**src/rtl/sr_pkg.sv**
```systemverilog
package sr_pkg;

   typedef enum logic [3:0] {
      ST_IDLE,
      ST_CHECK,
      ST_ODT_OFF,
      ST_SRE_ISSUE,
      ST_SRE_NOP,
      ST_IN_SR,
      ST_CLK_RESTORE_WAIT,
      ST_EXIT_CKE_HIGH,
      ST_WAIT_XS,
      ST_WAIT_XSDLL
   } sr_state_e;

   typedef enum logic [1:0] {
      PH_ODT,
      PH_SRE,
      PH_SRX
   } phase_sel_e;

   localparam logic [2:0] CMD_NOP = 3'b111;
   localparam logic [2:0] CMD_REF = 3'b001;

   localparam int TMR_PHASE = 0;
   localparam int TMR_CKESR = 1;
   localparam int TMR_XS    = 2;
   localparam int TMR_XSDLL = 3;
   localparam int NUM_TMR   = 4;

endpackage

```
**src/rtl/sr_timer.sv**
```systemverilog
module sr_timer #(
   parameter int W = 8
) (
   input  logic         clk,
   input  logic         rst_n,
   input  logic         load,
   input  logic [W-1:0] load_val,
   output logic         done
);

   logic [W-1:0] cnt;

   always_ff @(posedge clk) begin
      if (!rst_n)
         cnt <= '0;
      else if (load)
         cnt <= load_val;
      else if (cnt != '0)
         cnt <= cnt - 1'b1;
   end

   assign done = (cnt == '0);

   // an expired timer stays expired until reloaded
   assert_hold_zero_R5: assert property (@(posedge clk) disable iff (!rst_n)
      (!load && cnt == '0) |=> (cnt == '0));

   // a running timer steps down by one per cycle
   assert_step_down_R5: assert property (@(posedge clk) disable iff (!rst_n)
      (!load && cnt != '0) |=> (cnt == $past(cnt) - 1'b1));

endmodule

```
**src/rtl/sr_fsm.sv**
```systemverilog
module sr_fsm
   import sr_pkg::*;
(
   input  logic               clk,
   input  logic               rst_n,
   input  logic               enter_req,
   input  logic               exit_req,
   input  logic               banks_idle,
   input  logic               odt_req,
   input  logic               rtt_off,
   input  logic               stop_mode,
   input  logic [NUM_TMR-1:0] tmr_done,
   output logic [NUM_TMR-1:0] tmr_load,
   output phase_sel_e         phase_sel,
   output logic [2:0]         dram_cmd,
   output logic               dram_cke,
   output logic               dram_odt,
   output logic               clk_stop_ok,
   output logic               enter_ack,
   output logic               rdy_nodll,
   output logic               rdy_dll
);

   sr_state_e state, nxt;
   logic      exit_pend;
   logic      in_sr_window;
   logic      leave_sr;
   logic      before_entry;
   logic      in_recovery;

   assign in_sr_window = (state == ST_SRE_ISSUE) || (state == ST_SRE_NOP) || (state == ST_IN_SR);
   assign leave_sr     = (state == ST_IN_SR) && exit_pend && tmr_done[TMR_CKESR] &&
                         (!stop_mode || tmr_done[TMR_PHASE]);
   assign before_entry = (state == ST_IDLE) || (state == ST_CHECK);
   assign in_recovery  = (state == ST_WAIT_XS) || (state == ST_WAIT_XSDLL);

   always_comb begin
      nxt       = state;
      tmr_load  = '0;
      phase_sel = PH_ODT;
      unique case (state)
         ST_IDLE:
            if (enter_req) nxt = ST_CHECK;
         ST_CHECK:
            if (banks_idle) begin
               if (rtt_off) begin
                  nxt = ST_SRE_ISSUE;
               end else begin
                  nxt                 = ST_ODT_OFF;
                  tmr_load[TMR_PHASE] = 1'b1;
                  phase_sel           = PH_ODT;
               end
            end
         ST_ODT_OFF:
            if (tmr_done[TMR_PHASE]) nxt = ST_SRE_ISSUE;
         ST_SRE_ISSUE: begin
            nxt                 = ST_SRE_NOP;
            tmr_load[TMR_PHASE] = 1'b1;
            tmr_load[TMR_CKESR] = 1'b1;
            phase_sel           = PH_SRE;
         end
         ST_SRE_NOP:
            nxt = ST_IN_SR;
         ST_IN_SR:
            if (leave_sr) begin
               if (stop_mode) begin
                  nxt                 = ST_CLK_RESTORE_WAIT;
                  tmr_load[TMR_PHASE] = 1'b1;
                  phase_sel           = PH_SRX;
               end else begin
                  nxt = ST_EXIT_CKE_HIGH;
               end
            end
         ST_CLK_RESTORE_WAIT:
            if (tmr_done[TMR_PHASE]) nxt = ST_EXIT_CKE_HIGH;
         ST_EXIT_CKE_HIGH: begin
            nxt                 = ST_WAIT_XS;
            tmr_load[TMR_XS]    = 1'b1;
            tmr_load[TMR_XSDLL] = 1'b1;
         end
         ST_WAIT_XS:
            if (tmr_done[TMR_XS]) nxt = ST_WAIT_XSDLL;
         ST_WAIT_XSDLL:
            if (tmr_done[TMR_XSDLL]) nxt = ST_IDLE;
         default:
            nxt = ST_IDLE;
      endcase
   end

   always_ff @(posedge clk) begin
      if (!rst_n) begin
         state     <= ST_IDLE;
         exit_pend <= 1'b0;
      end else begin
         state <= nxt;
         if (leave_sr)
            exit_pend <= 1'b0;
         else if (exit_req && in_sr_window)
            exit_pend <= 1'b1;
      end
   end

   always_comb begin
      dram_cke    = !(in_sr_window || (state == ST_CLK_RESTORE_WAIT));
      dram_cmd    = (state == ST_SRE_ISSUE) ? CMD_REF : CMD_NOP;
      dram_odt    = before_entry ? odt_req : 1'b0;
      clk_stop_ok = (state == ST_IN_SR) && stop_mode && tmr_done[TMR_PHASE];
      enter_ack   = (state == ST_SRE_NOP);
      rdy_nodll   = before_entry || (in_recovery && tmr_done[TMR_XS]);
      rdy_dll     = before_entry ||
                    (in_recovery && tmr_done[TMR_XS] && tmr_done[TMR_XSDLL]);
   end

   // a check with busy banks never yields a REFRESH next cycle
   assert_busy_blocks_ref_R2: assert property (@(posedge clk) disable iff (!rst_n)
      (state == ST_CHECK && !banks_idle) |=> (dram_cmd != CMD_REF && dram_cke));

   // termination already low in the cycle before REFRESH when it is in use
   assert_odt_low_before_ref_R3: assert property (@(posedge clk) disable iff (!rst_n)
      (dram_cmd == CMD_REF && !rtt_off) |-> $past(!dram_odt));

   // REFRESH is followed by a NOP with clock enable still low
   assert_nop_after_ref_R4: assert property (@(posedge clk) disable iff (!rst_n)
      (dram_cmd == CMD_REF) |=> (dram_cmd == CMD_NOP && !dram_cke && enter_ack));

   // the cycle after any clock-enable-low cycle carries no REFRESH unless it is entry
   assert_no_repeat_ref_R9: assert property (@(posedge clk) disable iff (!rst_n)
      (!dram_cke && dram_cmd != CMD_REF) |=> (dram_cmd == CMD_NOP));

endmodule

```
**src/rtl/sr_seq.sv**
```systemverilog
module sr_seq
   import sr_pkg::*;
#(
   parameter int CNT_W            = 8,
   parameter bit CLK_STOP_SUPPORT = 1'b1
) (
   input  logic             clk,
   input  logic             rst_n,
   input  logic             enter_req,
   output logic             enter_ack,
   input  logic             exit_req,
   input  logic             banks_idle,
   input  logic             odt_req,
   input  logic             cfg_rtt_off,
   input  logic             cfg_clk_stop,
   input  logic [CNT_W-1:0] cfg_t_odt,
   input  logic [CNT_W-1:0] cfg_t_cksre,
   input  logic [CNT_W-1:0] cfg_t_cksrx,
   input  logic [CNT_W-1:0] cfg_t_ckesr,
   input  logic [CNT_W-1:0] cfg_t_xs,
   input  logic [CNT_W-1:0] cfg_t_xsdll,
   output logic [2:0]       dram_cmd,
   output logic             dram_cke,
   output logic             dram_odt,
   output logic             clk_stop_ok,
   output logic             rdy_nodll,
   output logic             rdy_dll
);

   localparam int RUN_W = CNT_W + 1;

   generate
      if (CNT_W < 2 || CNT_W > 16) begin : g_bad_width
         $error("sr_seq: CNT_W must lie between 2 and 16");
      end
   endgenerate

   logic stop_mode;

   generate
      if (CLK_STOP_SUPPORT) begin : g_stop
         assign stop_mode = cfg_clk_stop;
      end else begin : g_no_stop
         assign stop_mode = 1'b0;
      end
   endgenerate

   logic [NUM_TMR-1:0] tmr_load;
   logic [NUM_TMR-1:0] tmr_done;
   logic [CNT_W-1:0]   tmr_val [NUM_TMR];
   phase_sel_e         phase_sel;

   always_comb begin
      unique case (phase_sel)
         PH_SRE:  tmr_val[TMR_PHASE] = cfg_t_cksre;
         PH_SRX:  tmr_val[TMR_PHASE] = cfg_t_cksrx;
         default: tmr_val[TMR_PHASE] = cfg_t_odt;
      endcase
      tmr_val[TMR_CKESR] = cfg_t_ckesr;
      tmr_val[TMR_XS]    = cfg_t_xs;
      tmr_val[TMR_XSDLL] = cfg_t_xsdll;
   end

   generate
      for (genvar i = 0; i < NUM_TMR; i++) begin : g_tmr
         sr_timer #(.W(CNT_W)) u_tmr (
            .clk      (clk),
            .rst_n    (rst_n),
            .load     (tmr_load[i]),
            .load_val (tmr_val[i]),
            .done     (tmr_done[i])
         );
      end
   endgenerate

   sr_fsm u_fsm (
      .clk         (clk),
      .rst_n       (rst_n),
      .enter_req   (enter_req),
      .exit_req    (exit_req),
      .banks_idle  (banks_idle),
      .odt_req     (odt_req),
      .rtt_off     (cfg_rtt_off),
      .stop_mode   (stop_mode),
      .tmr_done    (tmr_done),
      .tmr_load    (tmr_load),
      .phase_sel   (phase_sel),
      .dram_cmd    (dram_cmd),
      .dram_cke    (dram_cke),
      .dram_odt    (dram_odt),
      .clk_stop_ok (clk_stop_ok),
      .enter_ack   (enter_ack),
      .rdy_nodll   (rdy_nodll),
      .rdy_dll     (rdy_dll)
   );

   // run length of clock-enable-low cycles, observed for the minimum-low check
   logic [RUN_W-1:0] low_run;

   always_ff @(posedge clk) begin
      if (!rst_n)
         low_run <= '0;
      else if (dram_cke)
         low_run <= '0;
      else if (low_run != {RUN_W{1'b1}})
         low_run <= low_run + 1'b1;
   end

   // clock enable never returns high before the minimum low time
   assert_ckesr_min_R5: assert property (@(posedge clk) disable iff (!rst_n)
      $rose(dram_cke) |-> (low_run > {1'b0, cfg_t_ckesr}));

   // the clock may only be stopped while clock enable is low
   assert_stop_needs_cke_low_R7: assert property (@(posedge clk) disable iff (!rst_n)
      clk_stop_ok |-> !dram_cke);

   // DLL-dependent readiness implies ordinary readiness
   assert_rdy_order_R8: assert property (@(posedge clk) disable iff (!rst_n)
      rdy_dll |-> rdy_nodll);

   // nothing is ready while the device is held in self refresh
   assert_no_rdy_in_sr_R8: assert property (@(posedge clk) disable iff (!rst_n)
      !dram_cke |-> (!rdy_nodll && !rdy_dll));

   // without the clock-stop mode the permission never rises
   assert_no_stop_when_off_R10: assert property (@(posedge clk) disable iff (!rst_n)
      !stop_mode |-> !clk_stop_ok);

endmodule

```
**config.mk**
```make
export PLATFORM = sky130hd
export DESIGN_NAME = sr_seq
export DESIGN_NICKNAME = d
export VERILOG_FILES = /design/src/rtl/sr_pkg.sv /design/src/rtl/sr_timer.sv /design/src/rtl/sr_fsm.sv /design/src/rtl/sr_seq.sv
export SDC_FILE = /design/constraint.sdc
export NUM_CORES = 1
export LEC_CHECK = 0
export CORE_MARGIN = 5
export CORE_UTILIZATION = 50
export CTS_CLUSTER_SIZE = 14
export DETAILED_ROUTE_END_ITERATION = 16
export MAX_ROUTING_LAYER = met4
export PLACE_DENSITY = 0.82
export RECOVER_POWER = 50
export SYNTH_ARGS = -nofsm -noshare
export SYNTH_HDL_FRONTEND = slang
export SYNTH_SLANG_ARGS = --single-unit
```
**constraint.sdc**
```tcl
create_clock -name clk -period 6 [get_ports clk]
set_clock_uncertainty 0.1 [all_clocks]
set_input_delay 1.2 -clock clk [delete_from_list [all_inputs] [get_ports clk]]
set_output_delay 1.2 -clock clk [all_outputs]
set_load 0.05 [all_outputs]
```
# [Word level (Yosys, flattened, before mapping)]
# Index checks and enable logic that the tools add are counted.
[op_classes] order_cmp=0 add_sub_neg=4 reduce_logical=33 n_eq_ne=18 n_mux=31 div_mod_pow=0 bitwise_logic=1 shifts=0 multipliers=0
[ops] cell="$mux W8" n=8
[ops] cell="$pmux W4 S10" n=1
[ops] cell="$logic_not A8 Y1" n=4
[ops] cell="$reduce_bool A8 Y1" n=4
[ops] cell="$sub A8 B1 Y8 const B" n=4
[ops] cell="$mux W4" n=7
[ops] cell="$eq A4 B3 Y1 const B" n=4
[ops] cell="$pmux W8 S2" n=1
[ops] cell="$ne A2 B2 Y1 const B" n=6
[ops] cell="$eq A4 B2 Y1 const B" n=2
[ops] cell="$eq A4 B4 Y1 const B" n=2
[ops] cell="$logic_and A1 B1 Y1" n=8
[ops] cell="$logic_or A1 B1 Y1" n=8
[ops] cell="$mux W1" n=8
[ops] cell="$reduce_bool A2 Y1" n=4
[ops] cell="$reduce_and A7 Y1" n=1
[ops] cell="$mux W2" n=3
[ops] cell="$eq A4 B1 Y1 const B" n=1
[ops] cell="$logic_not A4 Y1" n=1
[ops] cell="$pmux W2 S2" n=1
[ops] cell="$mux W3" n=1
[ops] cell="$pmux W1 S3" n=1
[ops] cell="$eq A2 B1 Y1 const B" n=1
[ops] cell="$eq A2 B2 Y1 const B" n=1
[ops] cell="other kinds (4)" n=5
[totals] mem_count=0 ram_bits=0 latch_bits=0 wordCells=93 rom_bits=0 reg_bits=37 out_inout_bits=9 in_bits=56

# [Depth between registers and ports, before layout]
# Gate-level depths: netlist (run 1).
[logic_depth] ltp_word=9 depth_mapped=12 depth_no_buf=11

# [Modules after synthesis]
# A second synthesis (run 1) with hierarchy kept.
[hier_totals] hier_cells=303 area_unflattened_um2=2534.9
[modules_own_cells] mod="sr_timer" cells_per_inst=51 seq_area_each_um2=160.2 n_inst=4 area_per_inst_um2=457.9
[modules_own_cells] mod="sr_fsm" cells_per_inst=68 seq_area_each_um2=100.1 n_inst=1 area_per_inst_um2=510.5
[modules_own_cells] mod="sr_seq" cells_per_inst=31 seq_area_each_um2=0.0 n_inst=1 area_per_inst_um2=192.7

# [Worst setup path after synthesis (run 1)]
# OpenSTA, ideal clock, no wires.
[synth_path] path_type="reg2out" from="reg g_tmr[2].u_tmr.cnt[3]" to="out rdy_nodll" t_arrival_ns=2.447 n_path_buf=0 slack_ns=2.253 required_ns=4.700 stages_incl_launch_ff=4 path_cell_list="dfxtp_1 > or4_4 > or3_1 > a21boi_0"
[synth_via] elab_chain_len=3
[synth_lines] element="start: declaration" line="sr_timer.sv:11" rtl="logic [W-1:0] cnt;"
[synth_lines] element="start signal: assignment" line="sr_timer.sv:17" rtl="cnt <= load_val;"
[synth_lines] element="start signal: assignment" line="sr_timer.sv:19" rtl="cnt <= cnt - 1'b1;"
[synth_lines] element="$logic_not A8 Y1" line="sr_timer.sv:22" rtl="assign done = (cnt == '0);"
[synth_lines] element="$logic_and A1 B1 Y1" line="sr_fsm.sv:109" rtl="rdy_nodll = before_entry || (in_recovery && tmr_done[TMR_XS]);"
[synth_lines] element="$logic_or A1 B1 Y1" line="sr_fsm.sv:109"
[synth_lines] element="end: declaration" line="sr_seq.sv:26" rtl="output logic rdy_nodll,"
# No other way between the ends.

# [Worst setup path in the final report (run 1)]
[layout_path] from="reg g_tmr[2].u_tmr.cnt[3]" to="out rdy_dll"
[layout_via] elab_chain_len=4
[layout_lines] element="$logic_not A8 Y1" line="sr_timer.sv:22"
[layout_lines] element="$logic_and A1 B1 Y1 (2 in a row)" line="sr_fsm.sv:111" rtl="(in_recovery && tmr_done[TMR_XS] && tmr_done[TMR_XSDLL]);"
[layout_lines] element="$logic_or A1 B1 Y1" line="sr_fsm.sv:110" rtl="rdy_dll = before_entry ||"
[layout_lines] element="end: declaration" line="sr_seq.sv:27" rtl="output logic rdy_dll"
# No other way between the ends.

==> reports/results.md, run 1 <==
Synth
• 0 — Synthesis Warnings
• 0 — number of flops mapped to enable cells by yosys
• 7.61 µm² — Syn Area/Cell
• 394 — net count of the mapped netlist
• 328 — number of cells produced by synthesis
• 0.00250 mm² — area of the mapped netlist
• 37 — flop and latch count out of synthesis
• 0% — share of flip-flops with an asynchronous set or reset
• 49 — post-synth cell types
• 29.7% — proportion of synthesized chip area in sequential cells
• sky130_fd_sc_hd__dfxtp_1 — most common flop cell mapped by yosys

Drt
• 5.41 — Via density
• 2419 — total via count in the routed design
• 131 — number of DRC markers after the initial detailed-route iteration
• 13.3 µm — detailed-route wire length per cell
• 5 — number of iterations in the first detailed-routing pass
• 5960 µm — total wire length
• 0 — Residual DRC
• 0 — Detail Route Antenna Nets

Floorplan
• 80.7 µm — height of the die
• 52.2% — initial core utilization
• 65 — number of I/O pins
• 0.00479 mm² — Placeable Area
• 80.7 µm — Die Width
• 25 — Rows
• 0.00651 mm² — die area

Setup path
• register — Startpoint Class
• 4.70 ns — required time of the worst setup path
• output pin — endpoint type of the worst setup path
• 5 — highest fanout seen on the critical path
• u_fsm.state[0] — startpoint of the most critical register-to-register path
• 8 — Register-to-Register Path Depth
• reg2out — critical path type
• 2.77 ns — data arrival at the endpoint of the critical path
• g_tmr[0].u_tmr.cnt[4] — Worst R2R End
• 3.21 ns — Register-to-Register Setup Slack

STA
• 28.4% — Max-slew headroom
• 0 — total of endpoints with negative setup slack in the final report
• 0 — total count of hold-check failures in the final report
• no — unrepaired setup endpoints after global routing
• 246 MHz — Fmax
• 4.07 ns — post-route minimum period
• 0 — Final Slew Violations
• 1.07 ns — transition time at the pin with the least slew margin
• 67.8% — final critical-path share of the clock period
• 0 ns — setup_tns

Flow run
• 0 — Max-cap violations

CTS
• sky130_fd_sc_hd__clkbuf_8 — clock tree root driver cell
• 0 — Gates resized, CTS repair
• 5 — TritonCTS Buffers
• 0 — Hold-fix buffers, CTS
• 0.29 ns — clock insertion delay at the later pin of the skew report
• yes — TritonCTS clock tree
• 2 — Max clock buf depth
• 0.08 ns — clock-pin slew on the worst setup and hold paths
• 2 — level count of the clock H-tree
• 0 — post-CTS setup buffer count
• 37 — sinks on the clock net

Placed design
• 4520 µm — HPWL Detailed
• 0.00313 mm² — Post-DP Area
• 0.869 — routability congestion estimate
• 63 — count of input and output buffers

Final layout
• sky130_fd_sc_hd__clkdlybuf4s50_1 — most common library cell in the layout ignoring fill and taps
• 4.47% — proportion of layout cells with a drive suffix above 1
• 445 — final layout net count
• sky130_fd_sc_hd__clkdlybuf4s50_1 (62), sky130_fd_sc_hd__nand2_1 (44), sky130_fd_sc_hd__dfxtp_1 (37) — most frequent cells in the layout
• 741 µm² — area taken by flip-flops and latches
• 0.00323 mm² — final instance area
• 0 — Diodes inserted
• 440 — Layout fillers
• 29.4% — Area growth, synth to finish
• 0.00159 mm² — total area of multi-input combinational cells

Power and ir drop
• 488 mW/mm² — ratio of total power to cell area
• 0.00126 µW — leakage
• 0.244 mV — worst ir drop on vdd

Run status
• finished clean — status

Hold path
• 2 — worst hold path depth
• g_tmr[3].u_tmr.cnt[3] — launch instance of the worst min-delay path
• g_tmr[3].u_tmr.cnt[3] — Hold EP
• reg2reg — class of the worst hold path

GRT
• 2268 — via count of the first global-routing pass
• 9980 µm — first-pass GRT wire length
• 0 — number of antenna violations at the first check in global routing
• 19.8% — Tot GR Track Use
• 33 — maximum number of pins on one net before global-route repair
• 0 — grt ovf

[per-layer routing]
| metal | routed length (µm) | GRT usage (%) | vias to the layer above |
|---|---|---|---|
| met5 | 0 | - | - |
| met4 | 94 | 5.91 | 0 |
| met3 | 290 | 3.70 | 9 |
| met2 | 2960 | 34.9 | 62 |
| met1 | 2620 | 22.7 | 1104 |
| li1 | - | - | 1244 |
[registers in the layout, summed over array words and instances (netlist names)]
signal	flops
g_tmr.u_tmr.cnt	32
u_fsm.exit_pend	1
u_fsm.state	4
[cell usage after synthesis, drive strengths merged, types with 2 or more instances]
library cell | count | area share, %
or3 | 6 | 1.5
ha | 10 | 5.0
a21o | 2 | 0.60
nand3b | 2 | 0.60
nand4 | 2 | 0.50
or4 | 2 | 0.75
nor4 | 4 | 2.1
and2 | 5 | 1.3
or2 | 3 | 0.75
clkbuf | 14 | 2.1
buf | 5 | 1.2
mux2i | 8 | 3.2
a22oi | 10 | 3.0
a211oi | 9 | 2.7
a311oi | 2 | 0.70
a21oi | 24 | 4.8
o211ai | 3 | 0.90
xor2 | 5 | 1.8
nand2 | 44 | 6.6
dfxtp | 37 | 30
nand3 | 9 | 1.8
nor2b | 4 | 1.0
a21boi | 3 | 0.90
nor2 | 34 | 5.1
inv | 16 | 2.4
nand2b | 7 | 1.8
o21ai | 14 | 2.8
nor3 | 12 | 3.1
nor3b | 8 | 2.4
xnor2 | 12 | 4.2
and3 | 2 | 0.50
[critical path, cell delays in order, from the launching register on]
cell	delay, ns
sky130_fd_sc_hd__dfxtp_1	0.36
sky130_fd_sc_hd__or4_4	0.58
sky130_fd_sc_hd__or3_1	0.43
sky130_fd_sc_hd__o21ai_0	0.18
sky130_fd_sc_hd__and2_1	0.14
sky130_fd_sc_hd__clkdlybuf4s50_1	0.80
[kinds of logic (layout without fill, tap and decap cells)]
kind of cell,Yosys count,in the layout,share of synthesized area [%]
simple gates,147,147,30.9
xor+xnor,17,17,5.96
buf+inv,35,87,5.71
flops,37,37,29.7
compound gates,73,73,19.4
fa+ha+maj,10,10,5.01
mux,8,8,3.21
other cells,1,1,0.150
[power by group]
part	internal [µW]	switching (µW)
Sequential	346	113
Clock	135	93.1
Combinational	425	462
[worst max-delay path by stage]
stage,to,from
3_3_place_gp,clk_stop_ok,cfg_clk_stop
2_1_floorplan,rdy_nodll,g_tmr[2].u_tmr.cnt[3]
3_5_place_dp,clk_stop_ok,cfg_clk_stop
4_1_cts,rdy_dll,g_tmr[2].u_tmr.cnt[3]
5_1_grt,rdy_dll,g_tmr[2].u_tmr.cnt[3]
6_report,rdy_dll,g_tmr[2].u_tmr.cnt[3]
[final cells by class]
| type | count | share of cell area, % |
|---|---|---|
| Sequential cell | 37 | 22.9 |
| Timing Repair Buffer | 63 | 19.5 |
| Clock buffer | 6 | 2.56 |
| Clock inverter | 2 | 1.16 |
| Tap cell | 67 | 2.60 |
| Inverter | 16 | 1.86 |
| Multi-Input combinational cell | 256 | 49.4 |
[per-stage QoR]
step / power [µW] / hold WS (ns) / instances / util [%] / worst slack, ns
2_1_floorplan: 1160 / 0.388 / 328 / - / 2.25
3_3_place_gp: 1320 / 0.419 / 439 / 65.4 / 2.01
3_5_place_dp: 1350 / 0.444 / 439 / 65.4 / 1.97
4_1_cts: 1590 / 0.456 / 447 / 67.9 / 1.92
5_1_grt: 1720 / 0.481 / 447 / 67.5 / 1.76
6_report: 1570 / 0.452 / 447 / 67.5 / 1.93
Power figures use the tool's default switching activity.
==> run 2: changes to the inputs <==
--- a/config.mk
+++ b/config.mk
@@ -6,11 +6,11 @@
 export NUM_CORES = 1
 export LEC_CHECK = 0
 export CORE_MARGIN = 5
-export CORE_UTILIZATION = 50
+export CORE_UTILIZATION = 44
 export CTS_CLUSTER_SIZE = 14
 export DETAILED_ROUTE_END_ITERATION = 16
 export MAX_ROUTING_LAYER = met4
-export PLACE_DENSITY = 0.82
+export PLACE_DENSITY = 0.76
 export RECOVER_POWER = 50
 export SYNTH_ARGS = -nofsm -noshare
 export SYNTH_HDL_FRONTEND = slang
==> constraint.sdc (replaced) <==
create_clock -name clk -period 3.67 [get_ports clk]
set_clock_uncertainty 0.1 [all_clocks]
set_input_delay 0.734 -clock clk [delete_from_list [all_inputs] [get_ports clk]]
set_output_delay 0.734 -clock clk [all_outputs]
set_load 0.05 [all_outputs]
==> reports/results.md, run 2 (same netlist as run 1, synthesis figures left out) <==
Setup path
• 2.84 ns — required time of the worst setup path
• g_tmr[2].u_tmr.cnt[3] — first element of the critical path
• register — Startpoint Class
• reg2out — critical path type
• 5 — highest fanout seen on the critical path
• u_fsm.state[0] — startpoint of the most critical register-to-register path
• 2.68 ns — data arrival at the endpoint of the critical path
• 8 — Register-to-Register Path Depth
• output pin — endpoint type of the worst setup path

CTS
• 0.28 ns — clock insertion delay at the later pin of the skew report
• sky130_fd_sc_hd__clkbuf_8 — clock tree root driver cell
• 37 — sinks on the clock net
• 0 — post-CTS setup buffer count
• 5 — TritonCTS Buffers
• yes — TritonCTS clock tree
• 2 — level count of the clock H-tree
• 2 — Max clock buf depth
• 0.07 ns — clock-pin slew on the worst setup and hold paths

Power and ir drop
• 30.3% — power share of the sequential group
• 1390 µW — cell-internal power
• 0.00125 µW — leakage
• 0.493 mV — worst ir drop on vdd
• 10.5% — proportion of power drawn by the clock network
• 43.5% — switching share of power
• 2470 µW — overall power consumption
• 59.2% — Logic pwr share
• 1070 µW — power dissipated by switching net loads
• 768 mW/mm² — ratio of total power to cell area

STA
• 0 ns — setup_tns
• 0 — Final Slew Violations
• no — unrepaired setup endpoints after global routing
• 0.444 ns — worst hold margin
• 3.51 ns — post-route minimum period
• 0.157 ns — final setup margin
• 95.7% — final critical-path share of the clock period
• 51.1% — Max-slew headroom
• 0.729 ns — transition time at the pin with the least slew margin
• 0 — total count of hold-check failures in the final report
• 285 MHz — Fmax
• 0 — total of endpoints with negative setup slack in the final report

Drt
• 2389 — total via count in the routed design
• 4 — number of iterations in the first detailed-routing pass
• 108 — number of DRC markers after the initial detailed-route iteration
• 13.3 µm — detailed-route wire length per cell
• 0 — Residual DRC
• 6000 µm — total wire length
• 0 — Detail Route Antenna Nets
• 5.30 — Via density

Final layout
• 0.00161 mm² — total area of multi-input combinational cells
• 446 — final layout net count
• 741 µm² — area taken by flip-flops and latches
• 28.8% — Area growth, synth to finish
• 0.00321 mm² — final instance area
• sky130_fd_sc_hd__clkdlybuf4s50_1 — most common library cell in the layout ignoring fill and taps
• 32 — number of flip-flops in the largest register
• sky130_fd_sc_hd__clkdlybuf4s50_1 (61), sky130_fd_sc_hd__nand2_1 (44), sky130_fd_sc_hd__dfxtp_1 (37) — most frequent cells in the layout
• g_tmr.u_tmr.cnt: 32 flops, u_fsm.state: 4 flops, u_fsm.exit_pend: 1 flops — leading registers by flop count
• g_tmr.u_tmr.cnt — register bank with the most flops
• 4.22% — proportion of layout cells with a drive suffix above 1
• 0 — Diodes inserted
• 540 — Layout fillers

Placed design
• 63 — count of input and output buffers
• 4660 µm — HPWL Detailed
• 0.00314 mm² — Post-DP Area
• 0.859 — routability congestion estimate
• 0.366 ns — placement-stage worst setup slack

Hold path
• reg2reg — class of the worst hold path
• 2 — worst hold path depth
• g_tmr[3].u_tmr.cnt[3] — launch instance of the worst min-delay path

Floorplan
• 85.3 µm — Die Width
• 65 — number of I/O pins
• 45.3% — initial core utilization
• 0.00551 mm² — Placeable Area
• 85.3 µm — height of the die
• 27 — Rows
• 0.00728 mm² — die area

GRT
• 0 — number of antenna violations at the first check in global routing
• 17.3% — Tot GR Track Use
• 2283 — via count of the first global-routing pass
• 0 — grt ovf
• 21 — maximum number of pins on one net before global-route repair
• 10200 µm — first-pass GRT wire length

Run status
• finished clean — status

Flow run
• 0 — Max-cap violations

run 2: changes by cell type in the layout (fill, tap and decap cells not counted), sizes merged:
cell and delta:
bufinv -1, clkdlybuf4s50 -1, clkinv +1, clkinvlp -1, dlymetal6s2s +1
run 2: layout make-up:
| type | instances | area share, % |
|---|---|---|
| clock buffers | 5 | 2.14 |
| well taps | 72 | 2.80 |
| clock inverters | 1 | 0.156 |
| flip-flops and latches | 37 | 23.0 |
| multi-input cells | 256 | 50.2 |
| repair buffers | 64 | 19.8 |
| inverters | 16 | 1.87 |
run 2: worst paths after layout:
| check | endpoint | slack, ns |
|---|---|---|
| max | rdy_nodll | 0.16 |
| min | g_tmr[3].u_tmr.cnt[3] | 0.44 |
| max reg2reg | g_tmr[0].u_tmr.cnt[6] | 0.94 |
| min reg2reg | g_tmr[3].u_tmr.cnt[3] | 0.44 |
run 2: worst max-delay path, stage by stage, from the launching register on:
cell                              delay (ns)
sky130_fd_sc_hd__dfxtp_1                0.35
sky130_fd_sc_hd__or4_4                  0.58
sky130_fd_sc_hd__or3_1                  0.43
sky130_fd_sc_hd__a21boi_0               0.20
sky130_fd_sc_hd__clkdlybuf4s50_1        0.84
run 2: per-layer routing:
| metal | vias to the layer above | GRT usage, % | part of all wire [%] |
|---|---|---|---|
| met2 | 57 | 29.3 | 51 |
| met1 | 1090 | 20.9 | 44 |
| met4 | 0 | 3.60 | 0.35 |
| met3 | 2 | 3.88 | 5.4 |
| li1 | 1240 | - | - |
| met5 | - | - | 0 |
run 2: power by group through the flow:
stage               clock [µW]  combinational (µW)  sequential [µW]
finish                     260                1460              748
global route               287                1640              776
global placement             0                1430              743
detailed placement           0                1460              754
CTS                        271                1470              745
floorplan                    0                1210              692
run 2: repair_timing:
action,4_1_cts,5_1_grt
endpoints found under the setup margin,0,1
gates resized for setup,0,1
hold buffers,0,0
run 2: through the flow:
step           instances  utilization, %
2_1_floorplan        328               -
3_3_place_gp         445            57.1
3_5_place_dp         445            57.1
4_1_cts              451            58.4
5_1_grt              451            58.4
6_report             451            58.4
